===== src/rtl/handoff_pkg.sv =====
package handoff_pkg;

    localparam int DEF_ADDR_W = 8;
    localparam int DEF_DATA_W = 16;

    typedef enum logic {
        OWNER_HOST = 1'b0,
        OWNER_CPU  = 1'b1
    } owner_e;

    // Sequencer state carried between cycles
    typedef struct packed {
        owner_e owner;
        logic   armed;   // next poll seen by the host side raises a notification
        logic   ready;   // registered notification pulse
    } seq_state_t;

    localparam seq_state_t SEQ_RESET = '{owner: OWNER_HOST, armed: 1'b1, ready: 1'b0};

    function automatic logic cpu_owns(input owner_e o);
        return o == OWNER_CPU;
    endfunction

endpackage


===== src/rtl/handoff_poll_det.sv =====
module handoff_poll_det #(
    parameter int                ADDR_W    = handoff_pkg::DEF_ADDR_W,
    parameter logic [ADDR_W-1:0] POLL_ADDR = '1
) (
    input  logic [ADDR_W-1:0] cpu_addr,
    output logic              hit
);
    always_comb hit = (cpu_addr == POLL_ADDR);
endmodule


===== src/rtl/handoff_seq.sv =====
module handoff_seq
    import handoff_pkg::*;
(
    input  logic   clk,
    input  logic   rst,
    input  logic   start_req,
    input  logic   poll_hit,
    output owner_e owner,
    output logic   ready
);
    seq_state_t st_q, st_d;

    always_comb begin
        st_d       = st_q;
        st_d.ready = 1'b0;
        if (!cpu_owns(st_q.owner)) begin
            if (poll_hit && st_q.armed) begin
                st_d.ready = 1'b1;
                st_d.armed = 1'b0;
            end
            if (start_req) begin
                st_d.owner = OWNER_CPU;
                st_d.armed = 1'b1;
            end
        end else if (poll_hit) begin
            st_d.owner = OWNER_HOST;
            st_d.ready = 1'b1;
            st_d.armed = 1'b0;
        end
    end

    always_ff @(posedge clk) begin
        if (rst) st_q <= SEQ_RESET;
        else     st_q <= st_d;
    end

    assign owner = st_q.owner;
    assign ready = st_q.ready;
endmodule


===== src/rtl/handoff_path.sv =====
module handoff_path
    import handoff_pkg::*;
#(
    parameter int ADDR_W = DEF_ADDR_W,
    parameter int DATA_W = DEF_DATA_W
) (
    input  owner_e            owner,
    input  logic [ADDR_W-1:0] host_addr,
    input  logic [DATA_W-1:0] host_wdata,
    input  logic              host_we,
    input  logic              host_re,
    output logic [DATA_W-1:0] host_rdata,
    input  logic [ADDR_W-1:0] cpu_addr,
    input  logic [DATA_W-1:0] cpu_wdata,
    input  logic              cpu_we,
    input  logic              cpu_oe,
    output logic [DATA_W-1:0] cpu_rdata,
    output logic [ADDR_W-1:0] sram_addr,
    output logic [DATA_W-1:0] sram_wdata,
    output logic              sram_we,
    output logic              sram_oe,
    input  logic [DATA_W-1:0] sram_rdata
);
    localparam logic [DATA_W-1:0] ZERO_WORD = '0;

    logic sel_cpu;
    assign sel_cpu = cpu_owns(owner);

    always_comb begin
        if (sel_cpu) begin
            sram_addr  = cpu_addr;
            sram_wdata = cpu_wdata;
            sram_we    = cpu_we;
            sram_oe    = cpu_oe;
            cpu_rdata  = sram_rdata;
            host_rdata = ZERO_WORD;
        end else begin
            sram_addr  = host_addr;
            sram_wdata = host_wdata;
            sram_we    = host_we;
            sram_oe    = host_re;
            cpu_rdata  = ZERO_WORD;  // keeps the boot loop polling
            host_rdata = sram_rdata;
        end
    end
endmodule


===== src/rtl/mem_handoff_ctrl.sv =====
module mem_handoff_ctrl
    import handoff_pkg::*;
#(
    parameter int                ADDR_W    = DEF_ADDR_W,
    parameter int                DATA_W    = DEF_DATA_W,
    parameter logic [ADDR_W-1:0] POLL_ADDR = '1
) (
    input  logic              clk,
    input  logic              rst,
    input  logic [ADDR_W-1:0] host_addr,
    input  logic [DATA_W-1:0] host_wdata,
    input  logic              host_we,
    input  logic              host_re,
    input  logic              host_start,
    output logic [DATA_W-1:0] host_rdata,
    output logic              host_ready,
    output logic              proc_run,
    input  logic [ADDR_W-1:0] cpu_addr,
    input  logic [DATA_W-1:0] cpu_wdata,
    input  logic              cpu_we,
    input  logic              cpu_oe,
    output logic [DATA_W-1:0] cpu_rdata,
    output logic [ADDR_W-1:0] sram_addr,
    output logic [DATA_W-1:0] sram_wdata,
    output logic              sram_we,
    output logic              sram_oe,
    input  logic [DATA_W-1:0] sram_rdata
);
    logic   poll_hit;
    owner_e owner;

    handoff_poll_det #(.ADDR_W(ADDR_W), .POLL_ADDR(POLL_ADDR)) u_det (
        .cpu_addr (cpu_addr),
        .hit      (poll_hit)
    );

    handoff_seq u_seq (
        .clk       (clk),
        .rst       (rst),
        .start_req (host_start),
        .poll_hit  (poll_hit),
        .owner     (owner),
        .ready     (host_ready)
    );

    handoff_path #(.ADDR_W(ADDR_W), .DATA_W(DATA_W)) u_path (
        .owner      (owner),
        .host_addr  (host_addr),
        .host_wdata (host_wdata),
        .host_we    (host_we),
        .host_re    (host_re),
        .host_rdata (host_rdata),
        .cpu_addr   (cpu_addr),
        .cpu_wdata  (cpu_wdata),
        .cpu_we     (cpu_we),
        .cpu_oe     (cpu_oe),
        .cpu_rdata  (cpu_rdata),
        .sram_addr  (sram_addr),
        .sram_wdata (sram_wdata),
        .sram_we    (sram_we),
        .sram_oe    (sram_oe),
        .sram_rdata (sram_rdata)
    );

    assign proc_run = cpu_owns(owner);
endmodule


===== config.mk =====
export PLATFORM = sky130hd
export DESIGN_NAME = mem_handoff_ctrl
export DESIGN_NICKNAME = d
export VERILOG_FILES = /design/src/rtl/handoff_pkg.sv /design/src/rtl/handoff_poll_det.sv /design/src/rtl/handoff_seq.sv /design/src/rtl/handoff_path.sv /design/src/rtl/mem_handoff_ctrl.sv
export SDC_FILE = /design/constraint.sdc
export NUM_CORES = 1
export LEC_CHECK = 0
export ABC_AREA = 1
export BUFFER_PORTS_ARGS = -buffer_cell sky130_fd_sc_hd__buf_2
export CORE_MARGIN = 2
export CORE_UTILIZATION = 27
export CTS_CLUSTER_SIZE = 16
export DETAILED_ROUTE_END_ITERATION = 8
export GPL_TIMING_DRIVEN = 0
export PLACE_DENSITY = 0.86
export SYNTH_ARGS = -nofsm -noshare
export SYNTH_HDL_FRONTEND = slang
export SYNTH_SLANG_ARGS = --single-unit

===== constraint.sdc =====
create_clock -name clk -period 1.4 [get_ports clk]
set_clock_uncertainty 0.1 [all_clocks]
set_input_delay 0.28 -clock clk [delete_from_list [all_inputs] [get_ports clk]]
set_output_delay 0.28 -clock clk [all_outputs]
set_load 0.03 [all_outputs]

==> summary.md <==
| Metric | Value |
|---|---|
| Non-Filler Instances | `338` |
| Hold Violations, Final | `0` |
| Ports | `131` |
| Top cell type by total area after synthesis | `nand2_1` |
| Vias in the first global route | `approximately 1400` |
| Routed wire length | `3700 µm` |
| Flops & latches, synth | `3` |
| Area growth, synth to finish | `159%` |
| Pwr Density | `around 670 nW/µm²` |
| Count of input and output buffers | `130` |
| Avg Inst Size Synth | `4.36 µm²` |
| Failing checks | `negative setup slack` |
| Tightest Pin Transition | `between 0.1 and 0.15 ns` |
| GPL Wtd Cong | `0.739` |
| F_max | `644 MHz` |
| # hold bufs at CTS | `0` |
| Power share of the combinational group | `80.3%` |
| Top-area cell type share of the netlist area | `51.7%` |
| Seq/Total Area, Yosys | `under 10%` |
| Row count | `18` |
| RSZ-0062 raised after global routing | `true` |
| Status | `finished, violations left` |
| Busiest layer in global routing | `met2` |
| Number of fill cells | `211` |
| Die ar. | `3180 µm²` |
| Tmin final | `between 1.5 and 2 ns` |
| Share of layout cells above drive strength 1 | `58.4%` |
| VDD IR max | `691 µV` |
| Final slew viol count | `0` |
| CTS Buffer Depth | `2` |
| Critical-path cell list | `buf_12, inv_8, buf_6, nand2_1, nand2_1, buf_6` |
| CTS root buffer | `clkbuf_4` |
| CTS Sinks | `3` |
| Worst path slowest cell | `dfxtp_2` |
| Seq pwr share | `7.2%` |
| DR DRC count | `0` |
| Latest clock arrival within the worst-skew pair | `about 0.24 ns` |
| Core Footprint | `2540 µm²` |
| Initial DRC Count | `45` |
| Vias | `about 1500` |
| GRT Total Usage | `22.9%` |
| Slowest Stage Delay on Critical Path | `0.32 ns` |
| Crit share post-route | `111%` |
| Largest net degree at the start of global routing | `11` |
| Placed insts | `330` |
| Met1 Use GR | `21.6%` |
| Number of max-cap violations | `0` |
| Met2 usage | `48.9%` |
| Final Net Count | `380` |
| Yosys cell types | `11` |
| Post-Syn Area | `741 µm²` |
| YS warnings | `0` |
| Post-DP HPWL | `2490 µm` |
| Crit path kind | `register to output pin` |
| Syn Nets | `241` |
| Area occupied by multi-input gates | `roughly 570 µm²` |
| Setup TNS | `-6.44 ns` |
| Switch Pwr | `641 µW` |
| Vias/cell | `4.36` |
| Met3 Resource Use GR | `around 3.7%` |
| Worst EP arrival | `1.17 ns` |
| P_leak | `0.00129 µW` |
| Depth of the CTS H-tree | `1` |
| Cell count after synthesis | `170` |
| DR pass1 iterations | `4` |
| Initial Util | `29.1%` |
| Startpoint types | `register` |
| First-pass GRT wire length | `6030 µm` |
| Relative slew slack | `90.2%` |
| Antenna diodes | `0` |
| Clock-pin slew on the worst setup and hold paths | `0.04 ns` |
| Clock power frac | `between 10 and 15%` |
| Die X | `~56 µm` |
| Initial antenna violation count | `0` |
| FF+latch area | `about 60 µm²` |
| Sw Share | `50.3%` |
| Ranking of synthesized cells by area | `nand2_1 52%, inv_1 17%, nor2_1 9.6%` |
| DR WL/cell | `11.0 µm` |
| Worst-path fanout max | `8` |
| Hold WC Path Type | `input port to register` |
| Setup crit end kind | `output pin` |
| Final ANT Viol Nets | `0` |
| Die height | `56.4 µm` |
| Final WS setup | `-0.152 ns` |
| Final setup vio count | `58` |
| CP required | `1.02 ns` |
| CTS Buf Count | `3` |
| Cell internal pwr | `634 µW` |
| CTS tree | `yes` |
| Total congestion overflow | `0` |
==> cell usage after synthesis <==
library cell / count
o21ai_1: 1
buf_4: 3
dfxtp_1: 3
buf_6: 4
nor2_1: 19
nand3_1: 1
inv_1: 33
a21oi_2: 1
inv_4: 1
nand2_1: 102
buf_2: 2
==> power groups by stage <==
stage | Sequential [µW] | Clock [µW] | Combinational [µW]
finish | 91.6 | 159 | 1020
global route | 91.8 | 166 | 1090
CTS | 91.5 | 162 | 995
detailed placement | 92.2 | 0 | 778
global placement | 92.1 | 0 | 768
floorplan | 97.1 | 0 | 509
==> repair_timing <==
item / CTS / global route
pin swaps: 5 / 0
gates resized for setup: 118 / 12
setup endpoints to repair: 58 / 58
buffers inserted: 1 / 0
hold endpoints to repair: 0 / 0
cloned: 3 / 0
==> placed cells by master, fill, tap and decap left out <==
| master | instances |
|---|---|
| buf_6 | 48 |
| inv_4 | 1 |
| o21ai_1 | 1 |
| clkbuf_1 | 1 |
| nor2_1 | 3 |
| a21oi_2 | 1 |
| buf_2 | 72 |
| buf_4 | 21 |
| clkbuf_4 | 3 |
| nand2_1 | 87 |
| dfxtp_1 | 2 |
| dfxtp_2 | 1 |
| nor2_4 | 4 |
| inv_8 | 1 |
| buf_12 | 1 |
| nand3_1 | 1 |
| inv_1 | 33 |
| nor2_2 | 12 |
| nand2_2 | 15 |
==> registers in the layout, indices dropped and copies added, names as in the netlist <==
register and count:
u_seq.st_q 1, u_seq.owner 1, u_seq.ready 1
==> cell type report <==
| class | instances | share of cell area, % |
|---|---|---|
| buffer | 9 | 5.75 |
| clock buffer | 4 | 1.37 |
| inverter | 34 | 7.05 |
| multi-input combinational | 124 | 29.8 |
| sequential | 3 | 3.20 |
| tap | 30 | 1.96 |
| timing repair buffer | 133 | 50.6 |
| timing repair inverter | 1 | 0.327 |
==> kinds of logic after synthesis <==
kind of cell | synth area share (%)
compound gates | 1.86
flops | 8.11
simple gates | 62.0
buf+inv | 28.0
==> worst paths after layout <==
path	from	to	slack [ns]	cells after the start
max	u_seq.owner	sram_wdata[13]	-0.15	6
min	rst	u_seq.owner	0.11	2
max reg2reg	u_seq.owner	u_seq.ready	0.40	4
min reg2reg	u_seq.st_q[1]	u_seq.st_q[1]	0.36	2
==> critical path: cells and delay by family (launching register included) <==
family	cells	cell delay [ns]
buffers and inverters	4	0.47
DFF	1	0.32
and+or+nand+nor	2	0.14
==> per-layer routing <==
metal	vias to the layer above	routed length [µm]
met4	0	44
met1	639	1230
met3	5	291
met2	77	2140
li1	752	-
met5	-	0
==> through the flow <==
| step | hold slack (ns) | utilization [%] | power [µW] | area (µm²) | setup slack (ns) |
|---|---|---|---|---|---|
| 3_5_place_dp | 0.343 | 57.8 | 871 | 1470 | 0.0292 |
| 6_report | 0.113 | 75.3 | 1280 | 1920 | -0.152 |
| 4_1_cts | 0.109 | 73.6 | 1250 | 1870 | -0.129 |
| 5_1_grt | 0.114 | 75.3 | 1340 | 1920 | -0.188 |
| 2_1_floorplan | 0.235 | - | 606 | 782 | 0.00830 |
| 3_3_place_gp | 0.348 | 57.8 | 860 | 1470 | 0.0373 |
(Power assumes the default switching activity.)
